[src/rtl/fbt_pkg.sv]
package fbt_pkg;

  typedef enum logic {
    FBT_SEL_DIV  = 1'b0,
    FBT_SEL_SLOT = 1'b1
  } fbt_sel_e;

  // number of set bits in a pattern
  function automatic logic [31:0] fbt_ones(input logic [31:0] pat);
    logic [31:0] acc;
    acc = '0;
    for (int k = 0; k < 32; k++) acc = acc + {31'd0, pat[k]};
    return acc;
  endfunction

  // reference clocks in one bit period for a divisor and slot pattern
  function automatic logic [31:0] fbt_period_len(input logic [31:0] div,
                                                 input logic [31:0] slot,
                                                 input int unsigned nslots);
    return (div + 32'd1) * nslots + fbt_ones(slot);
  endfunction

endpackage

[src/rtl/fbt_cfg_regs.sv]
module fbt_cfg_regs #(
  parameter int DIV_W  = 16,
  parameter int SLOT_N = 16,
  parameter int WR_W   = 16
) (
  input  logic              clk_i,
  input  logic              rst_ni,
  input  logic              we_i,
  input  logic              sel_i,
  input  logic [WR_W-1:0]   wdata_i,
  input  logic              load_i,
  output logic [DIV_W-1:0]  act_div_o,
  output logic [SLOT_N-1:0] act_slot_o
);
  import fbt_pkg::*;

  logic [DIV_W-1:0]  shd_div_q;
  logic [SLOT_N-1:0] shd_slot_q;
  logic              wr_div, wr_slot;

  assign wr_div  = we_i && (fbt_sel_e'(sel_i) == FBT_SEL_DIV);
  assign wr_slot = we_i && (fbt_sel_e'(sel_i) == FBT_SEL_SLOT);

  // shadow copies take every write at once
  always_ff @(posedge clk_i or negedge rst_ni) begin
    if (!rst_ni) begin
      shd_div_q  <= '0;
      shd_slot_q <= '0;
    end else begin
      if (wr_div)  shd_div_q  <= wdata_i[DIV_W-1:0];
      if (wr_slot) shd_slot_q <= wdata_i[SLOT_N-1:0];
    end
  end

  // active copies change only at a period boundary or while idle
  always_ff @(posedge clk_i or negedge rst_ni) begin
    if (!rst_ni) begin
      act_div_o  <= '0;
      act_slot_o <= '0;
    end else if (load_i) begin
      act_div_o  <= shd_div_q;
      act_slot_o <= shd_slot_q;
    end
  end

endmodule

[src/rtl/fbt_sub_counter.sv]
module fbt_sub_counter #(
  parameter int DIV_W = 16
) (
  input  logic             clk_i,
  input  logic             rst_ni,
  input  logic             en_i,
  input  logic [DIV_W-1:0] div_i,
  input  logic             extra_i,
  output logic [DIV_W:0]   cnt_o,
  output logic             sub_done_o
);
  localparam int CNT_W = DIV_W + 1;

  // last count value of a sub-tick: div + extra (length div+1+extra)
  function automatic logic [CNT_W-1:0] last_count(input logic [DIV_W-1:0] d,
                                                  input logic e);
    return {1'b0, d} + {{(CNT_W-1){1'b0}}, e};
  endfunction

  logic [CNT_W-1:0] cnt_q;

  assign sub_done_o = en_i && (cnt_q == last_count(div_i, extra_i));
  assign cnt_o      = cnt_q;

  always_ff @(posedge clk_i or negedge rst_ni) begin
    if (!rst_ni)         cnt_q <= '0;
    else if (!en_i)      cnt_q <= '0;
    else if (sub_done_o) cnt_q <= '0;
    else                 cnt_q <= cnt_q + 1'b1;
  end

endmodule

[src/rtl/fbt_slot_seq.sv]
module fbt_slot_seq #(
  parameter int SLOT_N = 16,
  parameter int IDX_W  = 4
) (
  input  logic              clk_i,
  input  logic              rst_ni,
  input  logic              en_i,
  input  logic              sub_done_i,
  input  logic [SLOT_N-1:0] slot_i,
  output logic              extra_o,
  output logic [IDX_W-1:0]  idx_o,
  output logic              period_end_o
);
  localparam logic [IDX_W-1:0] IDX_LAST = IDX_W'(SLOT_N - 1);

  logic [IDX_W-1:0] idx_q;

  assign idx_o        = idx_q;
  assign extra_o      = slot_i[idx_q];
  assign period_end_o = sub_done_i && (idx_q == IDX_LAST);

  always_ff @(posedge clk_i or negedge rst_ni) begin
    if (!rst_ni)           idx_q <= '0;
    else if (!en_i)        idx_q <= '0;
    else if (period_end_o) idx_q <= '0;
    else if (sub_done_i)   idx_q <= idx_q + 1'b1;
  end

endmodule

[src/rtl/frac_baud_tick_gen.sv]
module frac_baud_tick_gen #(
  parameter int DIV_W  = 16,
  parameter int SLOT_N = 16,
  parameter int WR_W   = (DIV_W > SLOT_N) ? DIV_W : SLOT_N
) (
  input  logic            clk_i,
  input  logic            rst_ni,
  input  logic            cfg_we_i,
  input  logic            cfg_sel_i,
  input  logic [WR_W-1:0] cfg_wdata_i,
  input  logic            en_i,
  output logic            tick_o,
  output logic            bit_stb_o
);
  localparam int IDX_W = $clog2(SLOT_N);

  // named internal events, also observed by the checker
  logic [DIV_W-1:0]  act_div;
  logic [SLOT_N-1:0] act_slot;
  logic [DIV_W:0]    cnt_q;
  logic [IDX_W-1:0]  idx_q;
  logic              extra_bit;
  logic              sub_done;
  logic              period_end;
  logic              cfg_load;

  assign cfg_load = !en_i || period_end;

  fbt_cfg_regs #(.DIV_W(DIV_W), .SLOT_N(SLOT_N), .WR_W(WR_W)) cfg_i (
    .clk_i     (clk_i),
    .rst_ni    (rst_ni),
    .we_i      (cfg_we_i),
    .sel_i     (cfg_sel_i),
    .wdata_i   (cfg_wdata_i),
    .load_i    (cfg_load),
    .act_div_o (act_div),
    .act_slot_o(act_slot)
  );

  fbt_sub_counter #(.DIV_W(DIV_W)) sub_i (
    .clk_i     (clk_i),
    .rst_ni    (rst_ni),
    .en_i      (en_i),
    .div_i     (act_div),
    .extra_i   (extra_bit),
    .cnt_o     (cnt_q),
    .sub_done_o(sub_done)
  );

  fbt_slot_seq #(.SLOT_N(SLOT_N), .IDX_W(IDX_W)) seq_i (
    .clk_i       (clk_i),
    .rst_ni      (rst_ni),
    .en_i        (en_i),
    .sub_done_i  (sub_done),
    .slot_i      (act_slot),
    .extra_o     (extra_bit),
    .idx_o       (idx_q),
    .period_end_o(period_end)
  );

  always_ff @(posedge clk_i or negedge rst_ni) begin
    if (!rst_ni) begin
      tick_o    <= 1'b0;
      bit_stb_o <= 1'b0;
    end else begin
      tick_o    <= sub_done;
      bit_stb_o <= period_end;
    end
  end

endmodule

[config.mk]
export PLATFORM = sky130hd
export DESIGN_NAME = frac_baud_tick_gen
export DESIGN_NICKNAME = d
export VERILOG_FILES = /design/src/rtl/fbt_pkg.sv /design/src/rtl/fbt_cfg_regs.sv /design/src/rtl/fbt_sub_counter.sv /design/src/rtl/fbt_slot_seq.sv /design/src/rtl/frac_baud_tick_gen.sv
export SDC_FILE = /design/constraint.sdc
export NUM_CORES = 1
export LEC_CHECK = 0
export ABC_AREA = 1
export BUFFER_PORTS_ARGS = -buffer_cell sky130_fd_sc_hd__buf_2
export CORE_ASPECT_RATIO = 0.6
export CORE_MARGIN = 8
export CORE_UTILIZATION = 30
export DETAILED_ROUTE_END_ITERATION = 16
export PLACE_DENSITY = 0.42
export SYNTH_ARGS = -nofsm -noshare
export SYNTH_HDL_FRONTEND = slang
export SYNTH_SLANG_ARGS = --single-unit
[constraint.sdc]
create_clock -name clk_i -period 7.5 [get_ports clk_i]
set_clock_uncertainty 0.2 [all_clocks]
set_input_delay 0.375 -clock clk_i [delete_from_list [all_inputs] [get_ports clk_i]]
set_output_delay 0.375 -clock clk_i [all_outputs]
set_load 0.005 [all_outputs]
[After elaboration in Yosys (flattened, before gate mapping)]
Cells that the tools add are included.
Storage, ports and cells
  register bits: 87
  input bits: 21
Operators by class
  add/subtract/negate cells: 3
  $lt $le $gt $ge: 1
  equality and inequality tests: 3
  mux-type cells: 7
  bitwise gates (word level): 1
  reduce and logical (&&, ||, !) cells: 6
Operators by type and width (number)
  $mux W17: 2
  $add A16 B1 Y17: 1
  $add A17 B1 Y17 const B: 1
  $eq A17 B17 Y1: 1
  $mux W4: 3
  $lt A4 B5 Y1 const B: 1
  $add A4 B1 Y4 const B: 1
  $bmux W1 S4: 1
  $eq A4 B4 Y1 const B: 1
  $logic_and A1 B1 Y1: 4
  $ne A3 B1 Y1 const B: 1
  $logic_not A1 Y1: 1
  $logic_or A1 B1 Y1: 1
  $mux W1: 1
  $not A1 Y1: 1

[Depth between registers and ports, before layout]
Gate-level depths: netlist of run 1.
  word-level depth: 8
  mapped depth: 24

[Modules after synthesis]
Synthesis of run 1 repeated with hierarchy kept, for this count alone.
Second synthesis, totals
  cell total of the unflattened synthesis: 653
  area total of the unflattened synthesis: 4767.1 um2
Modules (own cells, without submodules)
  fbt_cfg_regs: instances 1, cells each 275, area each 2556.2 um2
  fbt_sub_counter: instances 1, cells each 302, area each 1741.7 um2
  fbt_slot_seq: instances 1, cells each 72, area each 411.6 um2
  frac_baud_tick_gen: instances 1, cells each 4, area each 57.6 um2

[Worst setup path after synthesis of run 1]
OpenSTA, ideal clock, no wires.
  kind: register to register
  start: reg seq_i.idx_q[0] (netlist: seq_i.idx_o[0])
  end: reg cfg_i.act_div_o[2]
  setup time: 0.117 ns
  arrival time: 3.014 ns
  setup slack: 4.170 ns
  cell stages (with the launch flop): 24
  path buffers: 2
  period minus slack after synthesis: 3.330 ns
  cells stage by stage: dfrtp_1 -> clkbuf_1 -> clkinv_1 -> o21ai_0 -> o22ai_1 -> o211ai_1 -> o31ai_1 -> ha_1 -> ha_1 -> nand2_1 -> nor2_4 -> nand2_1 -> nand2_1 -> nand3_1 -> nand2_1 -> nor2_1 -> nand2_1 -> nor2_1 -> nand2_1 -> nor2_4 -> nand3_4 -> buf_6 -> nand3_1 -> nand2_1
On the way
  cells in the longest elaborated chain, start to end: 7
  elaborated cells on any way between the ends: 8
  classes of those cells: 1 x add/sub; 2 x eq/ne; 2 x mux; 3 x reduce/logical
Ends and longest elaborated chain
  start, declared: line fbt_slot_seq.sv:16  | logic [IDX_W-1:0] idx_q;
  start signal, assigned: line fbt_slot_seq.sv:26  | else if (sub_done_i) idx_q <= idx_q + 1'b1;
  $bmux W1 S4: line fbt_slot_seq.sv:19  | assign extra_o = slot_i[idx_q];
  $mux W1 (not written as such): line fbt_slot_seq.sv:19
  $add A16 B1 Y17: line fbt_sub_counter.sv:17  | return {1'b0, d} + {{(CNT_W-1){1'b0}}, e};
  $eq A17 B17 Y1: line fbt_sub_counter.sv:22  | assign sub_done_o = en_i && (cnt_q == last_count(div_i, extra_i));
  $logic_and A1 B1 Y1: line fbt_sub_counter.sv:22
  $logic_and A1 B1 Y1 (*): line fbt_slot_seq.sv:20  | assign period_end_o = sub_done_i && (idx_q == IDX_LAST);
  $logic_or A1 B1 Y1 (*): line frac_baud_tick_gen.sv:27  | assign cfg_load = !en_i || period_end;
  end signal, assigned: line fbt_cfg_regs.sv:41  | act_div_o <= shd_div_q;
  end, declared: line fbt_cfg_regs.sv:12  | output logic [DIV_W-1:0] act_div_o,
Every way passes the cells marked *; elsewhere a longest branch is shown, timed or not. The select of a mux whose other input is x is not followed.
A chain may end at the register's enable or synchronous reset.

[Worst setup path after layout of run 1]
  start: reg seq_i.idx_q[0] (netlist: seq_i.idx_o[0])
  end: reg cfg_i.act_slot_o[15]
On the way
  cells in the longest elaborated chain, start to end: 7
  elaborated cells on any way between the ends: 8
  classes of those cells: 1 x add/sub; 2 x eq/ne; 2 x mux; 3 x reduce/logical
Ends and longest elaborated chain
  $bmux W1 S4: line fbt_slot_seq.sv:19
  $mux W1 (not written as such): line fbt_slot_seq.sv:19
  $add A16 B1 Y17: line fbt_sub_counter.sv:17
  $eq A17 B17 Y1: line fbt_sub_counter.sv:22
  $logic_and A1 B1 Y1: line fbt_sub_counter.sv:22
  $logic_and A1 B1 Y1 (*): line fbt_slot_seq.sv:20
  $logic_or A1 B1 Y1 (*): line frac_baud_tick_gen.sv:27
  end signal, assigned: line fbt_cfg_regs.sv:42  | act_slot_o <= shd_slot_q;
  end, declared: line fbt_cfg_regs.sv:13  | output logic [SLOT_N-1:0] act_slot_o
Marked as above.

==> key figures, run 1 <==
CTS
  – Clock root buffer: clkbuf_16
  – Worst-skew pair later-pin latency: 340 ps
  – Clock Path Buffers: 2
  – Post_cts resized: 0
  – Num Clock Sinks: 87
  – Clock slew at reported path FFs: 70 ps
  – Hold_buf cts: 1
  – H-tree depth: 3
  – CTS tree: done
  – CTS buffer count: 9
  – Post-CTS Setup Bufs: 0

STA
  – TNS Setup: 0 ps
  – RSZ-0062 raised after global routing: false
  – Max-slew headroom: 0.333
  – Max Freq: 0.244 GHz
  – # setup viols final: 0
  – Final worst path period share: 0.547
  – Worst-Margin Slew: 998 ps
  – Final hold vios: 0
  – Worst hold margin: 95.7 ps
  – Max Slew Vio Count: 0
  – Minimum clock period: 4100 ps

Final layout
  – Most frequent cells in the layout: nand2_1 (196), dfrtp_1 (87), nor2_1 (66)
  – Area of the multi-input gates: 2110 sq um
  – Fill cells: 1642
  – Ant. Diodes: 0
  – Most common cell after layout, fill and taps aside: nand2_1
  – Share of cells above drive strength 1: 0.102
  – Reg area: 2180 sq um
  – Area Growth Syn to Fin: 13.3%
  – Final Non-Filler Cells: 828
  – Final nets: 645

Routing
  – WL/cell: 15.5 um
  – DRT Pass-1 Iters: 5
  – WL final: 12800 um
  – Final ANT Viol Nets: 0
  – Routed via count: 3894
  – Drt drc: 0
  – Starting DRT DRC Count: 225
  – Routed vias/inst: 4.70

Floorplan
  – Cell row count: 35
  – Die Height: 112 um
  – IO Pins: 23
  – Initial core utilization: 0.305
  – Core ar.: 15200 sq um
  – Chip width: 177 um
  – Die area: 19900 sq um

Synth
  – Most used flip-flop cell after synthesis: dfrtp_1
  – Syn Nets: 629
  – Yosys reg bits: 87
  – Mean Syn Cell Area: 7.69 sq um
  – Synth cell types: 35
  – Mapped cell area: 4650 sq um
  – Ys async rst share: 1.00
  – Sequential fraction of the synthesis area: 0.469
  – Synth Instances: 604
  – Ys Warns: 0
  – EDFF count, synth: 0

Global routing
  – Initial antenna violation count: 0
  – First-pass GRT wire length: 21200 um
  – Grt ovf: 0
  – GRT Util Overall: 0.137
  – Vias in the first global route: 3794
  – Largest net degree at the start of global routing: 66

Place
  – Hpwl dp: 9610 um
  – Dpl cells: 811
  – Port Buffers: 22
  – GP Congestion: 0.910

Setup path
  – WP data required: 7520 ps
  – Crit-path max FO: 33
  – Nature of the critical path startpoint: flop
  – CP Capture Type: flop
  – Critical path class: flop to flop
  – Worst endpoint data arrival time: 4120 ps

Power
  – VDD IR max: 0.0991 mV
  – Power per Cell Area: 234 nW/um^2
  – Leak Pwr: 0.00261 uW

Run
  – MaxCap Viol Count: 0

Run status
  – Status: finished, final reports clean

Hold path
  – Worst min path class: input port to flop
[cell usage after synthesis (2+ instances only)]
master | count | share of area
dfrtp_1 | 87 | 0.47
nor2_2 | 2 | 0.0027
buf_2 | 7 | 0.0075
buf_6 | 3 | 0.0073
nor2_4 | 4 | 0.0097
xor2_1 | 12 | 0.023
nand3_2 | 11 | 0.024
nand3_1 | 46 | 0.050
o21bai_2 | 2 | 0.0048
buf_1 | 2 | 0.0016
nand4_1 | 8 | 0.011
nor2_1 | 66 | 0.053
o22ai_1 | 3 | 0.0040
nand2_1 | 196 | 0.16
inv_1 | 63 | 0.051
clkbuf_1 | 7 | 0.0057
o21ai_0 | 48 | 0.052
nor3_1 | 3 | 0.0032
a21oi_1 | 6 | 0.0065
ha_1 | 4 | 0.011
xnor2_1 | 10 | 0.019
[state kept, by name, summed over array words and instances (netlist names)]
register / count
bit_stb_o: 1
cfg_i.act_div_o: 16
sub_i.cnt_o: 17
seq_i.idx_o: 4
cfg_i.shd_div_q: 16
cfg_i.shd_slot_q: 16
tick_o: 1
cfg_i.act_slot_o: 16
[path summary, 6_finish.rpt]
path                       slack, ps  cells past startpoint           startpoint                   end
setup reg to reg                3400                     19       seq_i.idx_o[0]  cfg_i.act_slot_o[15]
hold reg to reg                  270                      2  cfg_i.shd_slot_q[5]   cfg_i.act_slot_o[5]
max in group asynchronous       5680                      3               rst_ni   cfg_i.act_div_o[15]
min in group asynchronous        260                      2               rst_ni                tick_o
hold / removal                   100                      3      cfg_wdata_i[13]   cfg_i.shd_div_q[13]
setup / recovery                3400                     19       seq_i.idx_o[0]  cfg_i.act_slot_o[15]
[routing by layer]
metal	wire, um	track usage	vias to the layer above	share of wire
met5	0	0	-	0
met3	607	0.0272	7	0.047
met1	7430	0.225	1875	0.58
met2	4670	0.173	78	0.37
met4	83	0.0268	0	0.0065
li1	-	-	1934	-
[area by class of cell]
class / instances / area share
clock buffer: 10 / 0.0454
clock inverter: 6 / 0.0185
inverter: 65 / 0.0464
multi-input combinational: 432 / 0.402
sequential: 87 / 0.414
tap: 203 / 0.0483
timing repair buffer: 25 / 0.0261
[power breakdown]
part | switching (uW) | total, uW | internal, uW | leakage (uW)
clock | 205 | 511 | 307 | 0.000166
sequential | 47.0 | 563 | 516 | 0.00112
combinational | 99.3 | 157 | 58.2 | 0.00132
total | 351 | 1230 | 881 | 0.00261
[stage by stage]
step           total power (uW)  cell area, sq um   util  worst slack, ps
5_1_grt                    1290              5260  0.345             3020
3_5_place_dp                729              4920  0.323             3490
2_1_floorplan               665              4650      -             4170
3_3_place_gp                726              4920  0.323             3540
4_1_cts                    1250              5260  0.345             3450
6_report                   1230              5260  0.345             3400
[worst max-delay path, stage by stage, from the launching register on]
cell      delay (ps)
dfrtp_1          510
clkinv_1         280
o21ai_0          260
o221ai_1         150
o211ai_1         110
o31ai_1          100
ha_1             220
ha_1             220
nand2_1          150
nor2_4            80
nand2_1          120
nor2_1            80
xnor2_1          270
nand2_1          100
nor2_1            90
nand2_1           90
nor2_4           220
nand3_4          420
nand3_1          240
nand2_1           70
[cell families (layout without fill, tap and decap cells)]
logic type / after synthesis / in the layout / share of synthesized area
flip-flops: 87 / 87 / 0.469
adder cells (fa/ha/maj): 4 / 4 / 0.0108
AND/OR/NAND/NOR: 341 / 341 / 0.321
XOR/XNOR: 24 / 24 / 0.0498
buffers and inverters: 85 / 106 / 0.0762
AO/OA/AOI/OAI: 63 / 63 / 0.0738
Note: power is estimated with default switching activity, not from simulation.
==> run 2, diff against run 1 <==
==> constraint.sdc (replaced) <==
create_clock -name clk_i -period 4 [get_ports clk_i]
set_clock_uncertainty 0.2 [all_clocks]
set_input_delay 0.2 -clock clk_i [delete_from_list [all_inputs] [get_ports clk_i]]
set_output_delay 0.2 -clock clk_i [all_outputs]
set_load 0.005 [all_outputs]
==> key figures, run 2 (synthesized netlist as in run 1, its figures left out) <==
Global routing
  – Vias in the first global route: 3744
  – GRT Util Overall: 0.130
  – Grt ovf: 0
  – Initial antenna violation count: 0
  – First-pass GRT wire length: 20400 um
  – Largest net degree at the start of global routing: 68

Final layout
  – Ant. Diodes: 0
  – Most frequent cells in the layout: nand2_1 (195), dfrtp_1 (86), nor2_1 (66)
  – Fill cells: 1593
  – Most common cell after layout, fill and taps aside: nand2_1
  – Area of the multi-input gates: 2120 sq um
  – Share of cells above drive strength 1: 0.119
  – Final nets: 668
  – Max FFs per register: 17
  – Reg area: 2180 sq um
  – Post-route cell area: 5520 sq um
  – Area Growth Syn to Fin: 18.8%

STA
  – Max-slew headroom: 0.350
  – Final worst path period share: 0.922
  – Worst-Margin Slew: 973 ps
  – Final hold vios: 0
  – Minimum clock period: 3690 ps
  – Fin worst setup slack: 312 ps
  – Max Slew Vio Count: 0
  – Max Freq: 0.271 GHz
  – # setup viols final: 0

CTS
  – H-tree depth: 3
  – CTS tree: done
  – Worst-skew pair later-pin latency: 340 ps
  – Num Clock Sinks: 87
  – CTS buffer count: 9
  – Clock slew at reported path FFs: 70 ps
  – Clock Path Buffers: 2
  – Clock root buffer: clkbuf_16

Place
  – Hpwl dp: 8980 um
  – Port Buffers: 22
  – Cell Area, Placed: 4960 sq um
  – Setup WS pre-CTS: 140 ps
  – GP Congestion: 0.853

Routing
  – Starting DRT DRC Count: 278
  – Routed vias/inst: 4.55
  – Final ANT Viol Nets: 0
  – WL final: 12200 um
  – Drt drc: 0
  – DRT Pass-1 Iters: 5
  – WL/cell: 14.4 um
  – Routed via count: 3868

Setup path
  – Nature of the critical path startpoint: flop
  – Crit-path max FO: 33
  – CP max-delay cell: dfrtp_2
  – Slowest stage delay, CP: 460 ps
  – WP data required: 4020 ps
  – Worst endpoint data arrival time: 3710 ps
  – CP Capture Type: flop
  – CP Buf/Inv Count: 3
  – Cell mode on critical path: nand2_1
  – CP Cell Sequence: buf_4 -> o21ai_0 -> o221ai_1 -> o211ai_1 -> o31ai_2 -> ha_2 -> ha_1 -> nand2_1 -> nor2_4 -> nand2_1 -> nand2_1 -> nand2_1 -> nand2_1 -> nand2_1 -> inv_1 -> nand2_1 -> nor2_1 -> nand2_1 -> nor2_4 -> nand3_4 -> buf_12 -> nand3_1 -> nand2_1
  – Critical path class: flop to flop
  – CP delay by family, top: simple AND/OR/NAND/NOR gates

Floorplan
  – Cell row count: 35
  – Initial core utilization: 0.305
  – IO Pins: 23
  – Die area: 19900 sq um
  – Die Height: 112 um
  – Chip width: 177 um
  – Core ar.: 15200 sq um

Hold path
  – Worst min path class: flop to flop

Power
  – Power per Cell Area: 418 nW/um^2
  – VDD IR max: 0.221 mV
  – Leak Pwr: 0.00271 uW
  – Final total power: 2310 uW

Run status
  – Status: finished, final reports clean

Run
  – MaxCap Viol Count: 0
## run 2: cell types whose count changed in the layout (fill, tap and decap cells not counted), sizes merged
cell / change
clkinvlp: +2
dlygate4sd3: +16
buf: +6
inv: -1
## run 2: where the power goes
part / internal (uW) / switching [uW] / leakage [uW]
Sequential: 967 / 85.2 / 0.00112
Clock: 575 / 379 / 0.000166
Combinational: 123 / 179 / 0.00143
## run 2: path summary, 6_finish.rpt
check,from,endpoint,slack (ps),depth (start not counted)
max,seq_i.idx_o[0],cfg_i.act_div_o[8],310,23
min,cfg_i.shd_div_q[4],cfg_i.act_div_o[4],280,2
max reg2reg,seq_i.idx_o[0],cfg_i.act_div_o[8],310,23
min reg2reg,cfg_i.shd_div_q[4],cfg_i.act_div_o[4],280,2
max in group asynchronous,rst_ni,sub_i.cnt_o[14],2470,3
min in group asynchronous,rst_ni,cfg_i.shd_slot_q[2],320,2
## run 2: repair_timing
item / CTS / global route
buffers inserted: 0 / 2
setup endpoints to repair: 0 / 51
hold endpoints to repair: 97 / 0
hold buffers: 17 / 0
resized for setup: 0 / 11
## run 2: metrics by stage
step / hold WS [ps] / setup TNS (ps) / instances / utilization
final: 275 / 0 / 851 / 0.362
after global routing: 309 / -8.33 / 851 / 0.362
after CTS: 279 / 0 / 848 / 0.359
after detailed placement: 168 / 0 / 815 / 0.325
after global placement: 169 / 0 / 815 / 0.325
after floorplan: -296 / 0 / 604 / -
## run 2: cell type report
cell class                      instances  area share
Multi-Input combinational cell        432       0.385
Inverter                               65      0.0451
Clock buffer                           10      0.0433
Tap cell                              203      0.0460
Clock inverter                          6      0.0177
Sequential cell                        87       0.395
Timing Repair Buffer                   47      0.0667
Timing Repair inverter                  1     0.00136
## run 2: metal layers
layer	share of wire	track usage	wire (um)
met5	0	0	0
met4	0.0059	0.0251	72
met3	0.044	0.0312	538
met2	0.37	0.165	4570
met1	0.58	0.210	7050
## run 2: worst register-to-register path, cell delays in order, from the launching register on
cell      delay, ps
dfrtp_2         460
buf_4           180
o21ai_0          90
o221ai_1        190
o211ai_1        150
o31ai_2         110
ha_2            240
ha_1            180
nand2_1         120
nor2_4          220
nand2_1         130
nand2_1         100
nand2_1          50
nand2_1          60
nand2_1          50
inv_1            40
nand2_1          60
nor2_1          150
nand2_1         110
nor2_4          200
nand3_4         100
buf_12          220
nand3_1         120
nand2_1          60
